<file path="src/rtl/zps_lock_seq.sv">
module zps_lock_seq #(
  parameter int PERIOD = 8
) (
  input  logic       clk,
  input  logic       rst_n,
  input  logic       read_gate,
  input  logic       data_in,
  output logic       osc_run,
  output logic       osc_clk,
  output logic       src_data,
  output logic       lock_done,
  output logic [2:0] seq_state
);
  localparam int PW   = (PERIOD > 2) ? $clog2(PERIOD) : 1;
  localparam int HALF = PERIOD / 2;

  typedef enum logic [2:0] {
    ST_REF    = 3'd0,
    ST_COUNT  = 3'd1,
    ST_HALT_A = 3'd2,
    ST_HALT_B = 3'd3,
    ST_LOCK   = 3'd4
  } st_t;

  st_t           state;
  logic [PW-1:0] phase;
  logic          cyc_seen;
  logic [1:0]    rg_q;
  logic [2:0]    d_q;

  wire rg_s   = rg_q[1];
  wire d_edge = d_q[1] & ~d_q[2];
  wire wrap   = osc_run && (phase == PW'(PERIOD - 1));

  assign osc_run   = (state != ST_HALT_A) && (state != ST_HALT_B);
  assign osc_clk   = osc_run && (phase < PW'(HALF));
  assign src_data  = (state == ST_LOCK);
  assign seq_state = state;

  always_ff @(posedge clk) begin
    if (!rst_n) begin
      state     <= ST_REF;
      phase     <= '0;
      cyc_seen  <= 1'b0;
      rg_q      <= '0;
      d_q       <= '0;
      lock_done <= 1'b0;
    end else begin
      rg_q      <= {rg_q[0], read_gate};
      d_q       <= {d_q[1:0], data_in};
      lock_done <= 1'b0;
      if (osc_run) phase <= wrap ? '0 : phase + 1'b1;
      if (!rg_s) begin
        state <= ST_REF;
      end else begin
        case (state)
          ST_REF: begin
            state    <= ST_COUNT;
            cyc_seen <= 1'b0;
          end
          ST_COUNT: if (wrap) begin
            if (cyc_seen) state <= ST_HALT_A;
            cyc_seen <= 1'b1;
          end
          ST_HALT_A: if (d_edge) state <= ST_HALT_B;
          ST_HALT_B: if (d_edge) begin
            state     <= ST_LOCK;
            phase     <= '0;
            lock_done <= 1'b1;
          end
          ST_LOCK: ;
          default: state <= ST_REF;
        endcase
      end
    end
  end
endmodule

</file>
<file path="config.mk">
export PLATFORM = sky130hd
export DESIGN_NAME = zps_lock_seq
export DESIGN_NICKNAME = d
export VERILOG_FILES = /design/src/rtl/zps_lock_seq.sv
export SDC_FILE = /design/constraint.sdc
export NUM_CORES = 1
export LEC_CHECK = 0
export BUFFER_PORTS_ARGS = -buffer_cell sky130_fd_sc_hd__clkbuf_2
export CORE_MARGIN = 2
export CORE_UTILIZATION = 30
export DETAILED_ROUTE_END_ITERATION = 8
export REMOVE_ABC_BUFFERS = 1
export SLEW_MARGIN = 10
export SYNTH_ARGS = -nofsm -noshare
export SYNTH_HDL_FRONTEND = slang
export SYNTH_SLANG_ARGS = --single-unit
export TNS_END_PERCENT = 100
</file>
<file path="constraint.sdc">
create_clock -name clk -period 1.6 [get_ports clk]
set_clock_uncertainty 0.05 [all_clocks]
set_input_delay 0.16 -clock clk [delete_from_list [all_inputs] [get_ports clk]]
set_output_delay 0.16 -clock clk [all_outputs]
set_load 0.01 [all_outputs]
</file>
# == Word level (Yosys, flattened, before mapping) ==
# Index checks and enable logic that the tools add are counted.
# word_totals
word_cells,44
in_bits,4
ff_bits,13
out_inout_bits,7
# classes
n_lt_le_gt_ge,1
reduce_logical,9
add_sub_neg,1
eq_ne,11
bitwise,3
n_mux,13
# ops
operator,count
3-bit 2-to-1 mux,9
3-bit case mux with 5 select lines,1
2-bit != test (second input constant),4
3-bit by 2-bit == test with 1-bit output (second input constant),2
3-bit == test (second input constant),2
3-bit by 2-bit != test with 1-bit output (second input constant),2
3-bit AND reduction,2
5-bit AND reduction,1
3-bit by 1-bit adder with 3-bit output (second input constant),1
3-bit by 1-bit == test with 1-bit output (second input constant),1
1-bit logical AND,3
3-bit zero test,1
3-bit less-than comparator (second input constant),1
1-bit 2-to-1 mux,2
1-bit NOT,2
1-bit case mux with 2 select lines,1
2-bit AND reduction,1
2-bit nonzero test,1
1-bit AND,1

# == Longest topological paths before layout ==
# Gate-level depths: netlist (run 1).
# logic_depth
word_depth,8
mapped_depth,5
mapped_depth_nobuf,5

# == Worst setup path after synthesis (run 1) ==
# Ideal clock, no wire load.
# synth_path
kind,register to register
start,register phase[0]
end,register phase[0]
arrival_time_ps,1168
setup_time_ps,66
required_time_ps,1484
stages_incl_launch_ff,5
n_path_buf,0
period_less_slack_ps,1284
slack_ps,316
path_cell_list,dfxtp_1 > ha_1 > ha_1 > or3_1 > a21oi_2
# synth_via
elab_chain_cells,7
elab_cells_between_ends,8
# synth_lines
item,line_no,rtl
from (decl),26,logic [PW-1:0] phase;
from (signal assigned),52,if (osc_run) phase <= wrap ? '0 : phase + 1'b1;
"parallel branches: the longest is 3 deep, another holds 3-bit by 1-bit adder with 3-bit output",--,
3-bit 2-to-1 mux *,52,
3-bit 2-to-1 mux,66,ST_HALT_B: if (d_edge) begin
3-bit 2-to-1 mux,56,case (state)
3-bit 2-to-1 mux *,53,if (!rg_s) begin
# Mark *: on every way between the ends.
# A chain may end at the register's enable or synchronous reset.

# == Final worst setup path (run 1) ==
# layout_path
start,register state[2] (netlist: seq_state[2])
end,output port osc_run
# layout_via
elab_chain_cells,2
elab_cells_between_ends,3
# layout_lines
item,line_no,rtl
from (decl),25,st_t state;
from (signal assigned),42,state <= ST_REF;
from (signal assigned),54,state <= ST_REF;
from (signal assigned),58,state <= ST_COUNT;
3-bit by 2-bit != test with 1-bit output,35,assign osc_run = (state != ST_HALT_A) && (state != ST_HALT_B);
1-bit logical AND *,35,
to (decl),8,"output logic osc_run,"
# Mark *: on every way between the ends. The rest lies on a longest branch, timed or not.

==> flow_summary.toml, run 1 <==
[outcome]
status = "finished, final reports clean"

[floorplanning]
coreArea_mm2 = 0.00169
die_w_um = 45.8
std_cell_rows = 15
ios = 11
dieArea_mm2 = 0.00210
initial_core_util_pct = 31.0
die_h_um = 45.8

[pwr]
peakVddDrop_v = 0.000445
p_total_uw = 577
powerDensity_mw_per_mm2 = 930
p_leak_uw = 0.000270

[yosys]
synth_top_area_share_pct = 49.6
syn_inst = 54
ys_ff_latch = 13
syn_avg_cell_area_um2 = 9.71
ys_top_cells_by_area = "dfxtp_1, and2_1, ha_1"
syn_area_um2 = 524
yosys.area.top_type = "dfxtp_1"
ys_warn_count = 0
synthDistinctLibCells = 22
yosysSeqAreaShare_pct = 49.6

[worst_setup_path]
cp.arrival_ns = 1.21
cpPeakStageDelay_ns = 0.36
critPathSlowestCell = "dfxtp_1"
crit_chain = "nor2b_1 > buf_4 > inv_1 > clkbuf_2"
criticalPathCategory = "register to primary output"
path_max_fanout = 6
cp-start-kind = "register"
critPathRequiredTime_ns = 1.39
critPathCaptureType = "primary output"

[clocking]
numClockSinks = 13
clk_latency_ns = 0.27
cts_hold_buf = 0
cts_resized = 0
clockRootBuffer = "clkbuf_4"
cts.path.max_buffers = 2
clk_pin_slew_ns = 0.08
h-tree-depth = 1
cts_tree = "yes"
cts_buffers = 3
cts_setup_buffers = 0

[drt]
vias = 394
detail_route.wl_per_cell_um = 9.80
routed_wl_um = 833
antenna_left = 0
vias_per_cell = 4.64
first_pass_iters = 4
drt_iter0_markers = 4
drc_errors = 0

[grt]
track_usage_pct = 9.50
antenna_found_initial = 0
first_global_vias = 318
grt-ovfl-total = 0
grt_max_degree = 9
grt_pass1_wl_um = 1360

[sta]
finalSetupTns_ns = 0
slew_headroom_pct = 81.8
slew_violations = 0
worst_pin_slew_ns = 0.273
rsz0062_at_grt = "false"
whs_ns = 0.0358
fin_crit_ns = 1.42
period_share_pct = 88.7
setup_viol_count_final = 0
max_freq_mhz = 705
timing.final.ws_setup_ns = 0.181
hold_viol_final = 0

[cells_and_area]
fillCellCount = 168
layout-drive-gt1-share_pct = 27.9
area_growth_pct = 18.4
final_util_pct = 36.7
final_common_cell = "dfxtp_1"
nets = 75
layout_common_cells = "dfxtp_1, clkbuf_2, nand2_1, and2_1"
n_antenna_cell = 0

[placement]
dp_hpwl_um = 625
place.gp.congestion = 0.709
dp_slack_ns = 0.247
port_buffers = 10

[worst_hold_path]
hold_class = "input pin to register"

[flow_run]
drv_cap = 0
==> per-stage QoR <==
step,area (um^2),std cells
6_report,621,85
5_1_grt,621,85
3_3_place_gp,594,81
4_1_cts,621,85
2_1_floorplan,508,52
3_5_place_dp,594,81
==> state kept, by name (all words and copies together), names as in the netlist <==
name       cells
cyc_seen       1
d_q            3
lock_done      1
phase          3
rg_q           2
seq_state      3
==> cell type report <==
| type | count | area (um^2) | share of cell area, % |
|---|---|---|---|
| flip-flops and latches | 13 | 260 | 41.9 |
| multi-input cells | 35 | 233 | 37.5 |
| clock buffers | 4 | 26.3 | 4.23 |
| well taps | 17 | 21.3 | 3.43 |
| repair buffers | 12 | 65.1 | 10.5 |
| inverters | 4 | 15.0 | 2.42 |
==> worst max-delay path: cells and delay by family (launching register included) <==
| family | cells | cell delay (ns) |
|---|---|---|
| buffers and inverters | 3 | 0.36 |
| and+or+nand+nor | 1 | 0.21 |
| DFF | 1 | 0.36 |
==> layer usage <==
layer	global-route usage [%]	part of all wire [%]	vias to the layer above
met4	3.43	1.1	0
met2	11.5	42	9
met5	0	0	-
met1	13.3	50	174
li1	-	-	209
met3	5.95	6.6	2
==> kinds of logic after synthesis <==
group / Yosys count / synth area share [%]
xor gates and xnor gates: 1 / 1.67
and+or+nand+nor: 23 / 24.6
DFF: 13 / 49.6
buffers and inverters: 6 / 5.96
AOI/OAI and AO/OA: 9 / 13.4
adders and majority gates: 2 / 4.77
==> final timing paths <==
kind	start	end	slack, ns	depth (start not counted)
worst min register to register	rg_q[0]	rg_q[1]	0.38	1
worst max register to register	phase[0]	phase[0]	0.24	4
worst min-delay path	read_gate	rg_q[0]	0.04	2
worst max-delay path	seq_state[2]	osc_run	0.18	4
==> Yosys cell counts <==
master / n
nand3b_1: 3
and4b_2: 1
or3_1: 1
nor2_1: 4
a31oi_1: 1
xnor2_1: 1
dfxtp_1: 13
a41o_2: 1
buf_6: 1
clkbuf_2: 1
and2_1: 5
ha_1: 2
a2111oi_2: 1
nor2b_1: 1
inv_1: 4
and2b_1: 1
nand3_1: 1
nor3_1: 1
nand2_1: 5
a21oi_1: 4
a311oi_1: 1
a21oi_2: 1
==> power breakdown <==
group / total, uW / switching (uW) / internal, uW
Clock: 196 / 99.7 / 96.6
Sequential: 344 / 7.74 / 336
Combinational: 36.8 / 17.3 / 19.5
No activity file was read; power rests on OpenSTA's default activity.
==> run 2: changes to the inputs <==
--- a/config.mk
+++ b/config.mk
@@ -6,9 +6,13 @@
 export NUM_CORES = 1
 export LEC_CHECK = 0
 export BUFFER_PORTS_ARGS = -buffer_cell sky130_fd_sc_hd__clkbuf_2
+export CAP_MARGIN = 20
+export CELL_PAD_IN_SITES_DETAIL_PLACEMENT = 0
+export CELL_PAD_IN_SITES_GLOBAL_PLACEMENT = 2
 export CORE_MARGIN = 2
 export CORE_UTILIZATION = 30
 export DETAILED_ROUTE_END_ITERATION = 8
+export PLACE_DENSITY_LB_ADDON = 0.1
 export REMOVE_ABC_BUFFERS = 1
 export SLEW_MARGIN = 10
 export SYNTH_ARGS = -nofsm -noshare
==> run 2 against run 1 <==
Against the previous run: sequential power barely moved; worst hold slack is essentially flat; via count rose by 3.3%; clock power about the same; critical path depth did not move; wire length up 9.0%; first-iteration DRC count shrank 100%; maximum frequency down 3.2%; sequential share of layout area is the same; die area stayed put; critical path type unchanged; largest cell class unchanged; highest routed layer is now met3.
==> flow_summary.toml, run 2 (same netlist as run 1, synthesis figures left out) <==
[outcome]
status = "finished, final reports clean"

[worst_setup_path]
criticalPathCategory = "register to primary output"
critPathRequiredTime_ns = 1.39
path_max_fanout = 8
cp-start-kind = "register"
critPathCaptureType = "primary output"
cp.arrival_ns = 1.26

[drt]
drc_errors = 0
vias_per_cell = 4.79
detail_route.wl_per_cell_um = 10.7
first_pass_iters = 1
vias = 407
antenna_left = 0
routed_wl_um = 908
drt_iter0_markers = 0

[grt]
grt-ovfl-total = 0
grt_max_degree = 9
grt_pass1_wl_um = 1580
first_global_vias = 368
track_usage_pct = 11.1
antenna_found_initial = 0

[clocking]
clk_pin_slew_ns = 0.08
cts_hold_buf = 0
numClockSinks = 13
cts_setup_buffers = 0
clk_latency_ns = 0.27
h-tree-depth = 1
cts_resized = 0
clockRootBuffer = "clkbuf_4"
cts_tree = "yes"
cts.path.max_buffers = 2
cts_buffers = 3

[flow_run]
drv_cap = 0

[sta]
period_share_pct = 91.6
slew_violations = 0
slew_headroom_pct = 81.8
worst_pin_slew_ns = 0.273
fin_crit_ns = 1.47
whs_ns = 0.0363
finalSetupTns_ns = 0
hold_viol_final = 0
setup_viol_count_final = 0
rsz0062_at_grt = "false"
max_freq_mhz = 682

[floorplanning]
coreArea_mm2 = 0.00169
die_h_um = 45.8
ios = 11
initial_core_util_pct = 31.0
dieArea_mm2 = 0.00210
die_w_um = 45.8
std_cell_rows = 15

[cells_and_area]
fillCellCount = 187
final_common_cell = "dfxtp_1"
fin_area_um2 = 621
layout_common_cells = "dfxtp_1, clkbuf_2, nand2_1, and2_1"
nets = 75
area_growth_pct = 18.4
layout-drive-gt1-share_pct = 27.9
n_antenna_cell = 0
final_util_pct = 36.7

[pwr]
powerDensity_mw_per_mm2 = 932
p_leak_uw = 0.000270
peakVddDrop_v = 0.000414

[placement]
dpl_cell_area_um2 = 594
port_buffers = 10
place.gp.congestion = 0.691

[worst_hold_path]
hold_class = "input pin to register"
run 2: cell counts in the layout (fill, tap and decap cells not counted):
No cell type changed its count.
run 2: final timing paths:
check,cells after the start,startpoint,slack [ns],to
worst max-delay path,4,seq_state[1],0.13,osc_run
worst min-delay path,2,read_gate,0.04,rg_q[0]
worst max register to register,4,phase[0],0.23,phase[0]
worst min register to register,1,rg_q[0],0.39,rg_q[1]
run 2: per-layer routing:
metal	wire length, um	part of all wire (%)	vias to the layer above	GRT usage (%)
met5	0	0	-	0
met1	457	50	184	12.9
met3	43	4.7	0	3.57
met4	0	0	0	6.86
li1	-	-	214	-
met2	407	45	9	17.5
run 2: area by class of cell:
class / count / area, um^2 / share of cell area (%)
Clock buffer: 4 / 26.3 / 4.23
Inverter: 4 / 15.0 / 2.42
Multi-Input combinational cell: 35 / 233 / 37.5
Sequential cell: 13 / 260 / 41.9
Tap cell: 17 / 21.3 / 3.43
Timing Repair Buffer: 12 / 65.1 / 10.5
run 2: worst max-delay path: stages, from the launching register on:
cell and delay [ns]:
dfxtp_1 0.45, nor2b_1 0.17, buf_4 0.17, inv_1 0.07
clkbuf_2 0.13
run 2: where the power goes:
part           switching (uW)  total, uW  internal, uW  leakage [uW]
combinational            16.5       35.8          19.3      0.000148
clock                     103        199          96.4     0.0000150
sequential               7.83        344           336      0.000106
run 2: metrics by stage:
step | setup slack [ns] | power (uW) | instances
2_1_floorplan | 0.302 | 376 | 52
3_3_place_gp | 0.275 | 389 | 81
3_5_place_dp | 0.250 | 388 | 81
4_1_cts | 0.112 | 592 | 85
5_1_grt | 0.0297 | 619 | 85
6_report | 0.134 | 578 | 85
==> run 3: changes to the inputs <==
--- a/config.mk
+++ b/config.mk
@@ -5,7 +5,7 @@
 export SDC_FILE = /design/constraint.sdc
 export NUM_CORES = 1
 export LEC_CHECK = 0
-export BUFFER_PORTS_ARGS = -buffer_cell sky130_fd_sc_hd__clkbuf_2
+export BUFFER_PORTS_ARGS = -buffer_cell sky130_fd_sc_hd__buf_2
 export CAP_MARGIN = 20
 export CELL_PAD_IN_SITES_DETAIL_PLACEMENT = 0
 export CELL_PAD_IN_SITES_GLOBAL_PLACEMENT = 2
==> run 3 against run 2 <==
Against the previous run: die area stayed put; global-route usage is 0.15 points lower; combinational power is 3% higher; largest cell class unchanged.
==> flow_summary.toml, run 3 (same netlist as run 1, synthesis figures left out) <==
[clocking]
cts_setup_buffers = 0
clk_latency_ns = 0.27
clockRootBuffer = "clkbuf_4"
clk_pin_slew_ns = 0.08
cts_tree = "yes"
cts.path.max_buffers = 2
cts_resized = 0
h-tree-depth = 1
numClockSinks = 13
cts_hold_buf = 0
cts_buffers = 3

[floorplanning]
ios = 11
initial_core_util_pct = 31.0
std_cell_rows = 15
coreArea_mm2 = 0.00169
dieArea_mm2 = 0.00210
die_h_um = 45.8
die_w_um = 45.8

[cells_and_area]
n_antenna_cell = 0
area_growth_pct = 18.4
nets = 75
layout-drive-gt1-share_pct = 27.9
final_common_cell = "dfxtp_1"
layout_common_cells = "dfxtp_1, buf_2, nand2_1, and2_1"
fillCellCount = 188

[pwr]
p_leak_uw = 0.000271
swShare_pct = 22.3
clockPowerShare_pct = 34.6
seqPwrFrac_pct = 59.1
peakVddDrop_v = 0.000330
netSwitchingPower_uw = 130
combPwrFrac_pct = 6.3
p_total_uw = 582
powerDensity_mw_per_mm2 = 938
internal_power_uw = 452

[worst_setup_path]
cp-start-kind = "register"
criticalPathCategory = "register to primary output"
path_buf_inv = 3
r2r-end = "phase[0]"
path_max_fanout = 8
critPathRequiredTime_ns = 1.39
cpPeakStageDelay_ns = 0.45
cp.arrival_ns = 1.26
critPathSlowestCell = "dfxtp_1"
rr_worst_depth = 4
r2r_slack_ns = 0.23
rr_startpoint = "phase[0]"
crit_chain = "nor2b_1 > buf_4 > inv_1 > buf_2"
critPathCaptureType = "primary output"
crit_family = "flip-flops"

[sta]
period_share_pct = 91.7
hold_viol_final = 0
slew_headroom_pct = 82.0
fin_crit_ns = 1.47
rsz0062_at_grt = "false"
max_freq_mhz = 682
worst_pin_slew_ns = 0.270
finalSetupTns_ns = 0
slew_violations = 0
setup_viol_count_final = 0

[grt]
antenna_found_initial = 0
grt_max_degree = 9
grt-ovfl-total = 0
first_global_vias = 369
grt_pass1_wl_um = 1590
track_usage_pct = 10.9

[drt]
vias = 403
routed_wl_um = 944
drt_iter0_markers = 5
vias_per_cell = 4.74
drc_errors = 0
antenna_left = 0
first_pass_iters = 4
detail_route.wl_per_cell_um = 11.1

[placement]
port_buffers = 10
dp_hpwl_um = 691
place.gp.congestion = 0.694

[worst_hold_path]
worstHoldStart = "read_gate"
min_path_cells = 2
worstHoldEndpoint = "rg_q[0]"
hold_class = "input pin to register"

[flow_run]
drv_cap = 0

[outcome]
status = "finished, final reports clean"
==> run 3: layout make-up <==
class                   instances  area, um^2  share of cell area [%]
flip-flops and latches         13         260                    41.9
clock buffers                   4        26.3                    4.23
repair buffers                 12        65.1                    10.5
inverters                       4        15.0                    2.42
well taps                      17        21.3                    3.43
multi-input cells              35         233                    37.5
==> run 3: how the worst max path moves through the flow <==
stage / startpoint / cells after the start / end
floorplan: seq_state[1] / 4 / phase[1]
detailed placement: phase[0] / 4 / phase[0]
global route: seq_state[1] / 4 / osc_run
CTS: seq_state[1] / 4 / osc_run
finish: seq_state[1] / 4 / osc_run
global placement: phase[0] / 4 / phase[0]
==> run 3: metal layers <==
layer  share of wire (%)  GRT usage (%)  wire [um]
met4                0.53           6.86          5
met1                  49           15.3        458
met3                 5.1           2.38         48
met5                   0              0          0
met2                  46           14.9        432
==> run 3: metrics by stage <==
| stage | hold slack (ns) | setup WS (ns) | cell area (um^2) | utilization [%] | cells |
|---|---|---|---|---|---|
| 5_1_grt | 0.0210 | 0.0361 | 621 | 36.7 | 85 |
| 3_5_place_dp | 0.315 | 0.255 | 594 | 35.2 | 81 |
| 3_3_place_gp | 0.316 | 0.276 | 594 | 35.2 | 81 |
| 6_report | 0.0311 | 0.133 | 621 | 36.7 | 85 |
| 2_1_floorplan | 0.232 | 0.302 | 508 | - | 52 |
| 4_1_cts | 0.0217 | 0.114 | 621 | 36.7 | 85 |
==> run 3: worst reg2reg max path, cell delays in order, from the launching register on <==
cell     delay (ns)
dfxtp_1        0.33
ha_1           0.20
ha_1           0.23
or3_1          0.40
a21oi_2        0.11
==> run 3: power groups by stage <==
stage	logic, uW	clock network, uW	registers [uW]
floorplan	25.7	0	350
global placement	37.0	0	352
detailed placement	37.2	0	352
CTS	37.5	214	344
global route	43.0	235	346
finish	36.9	202	344
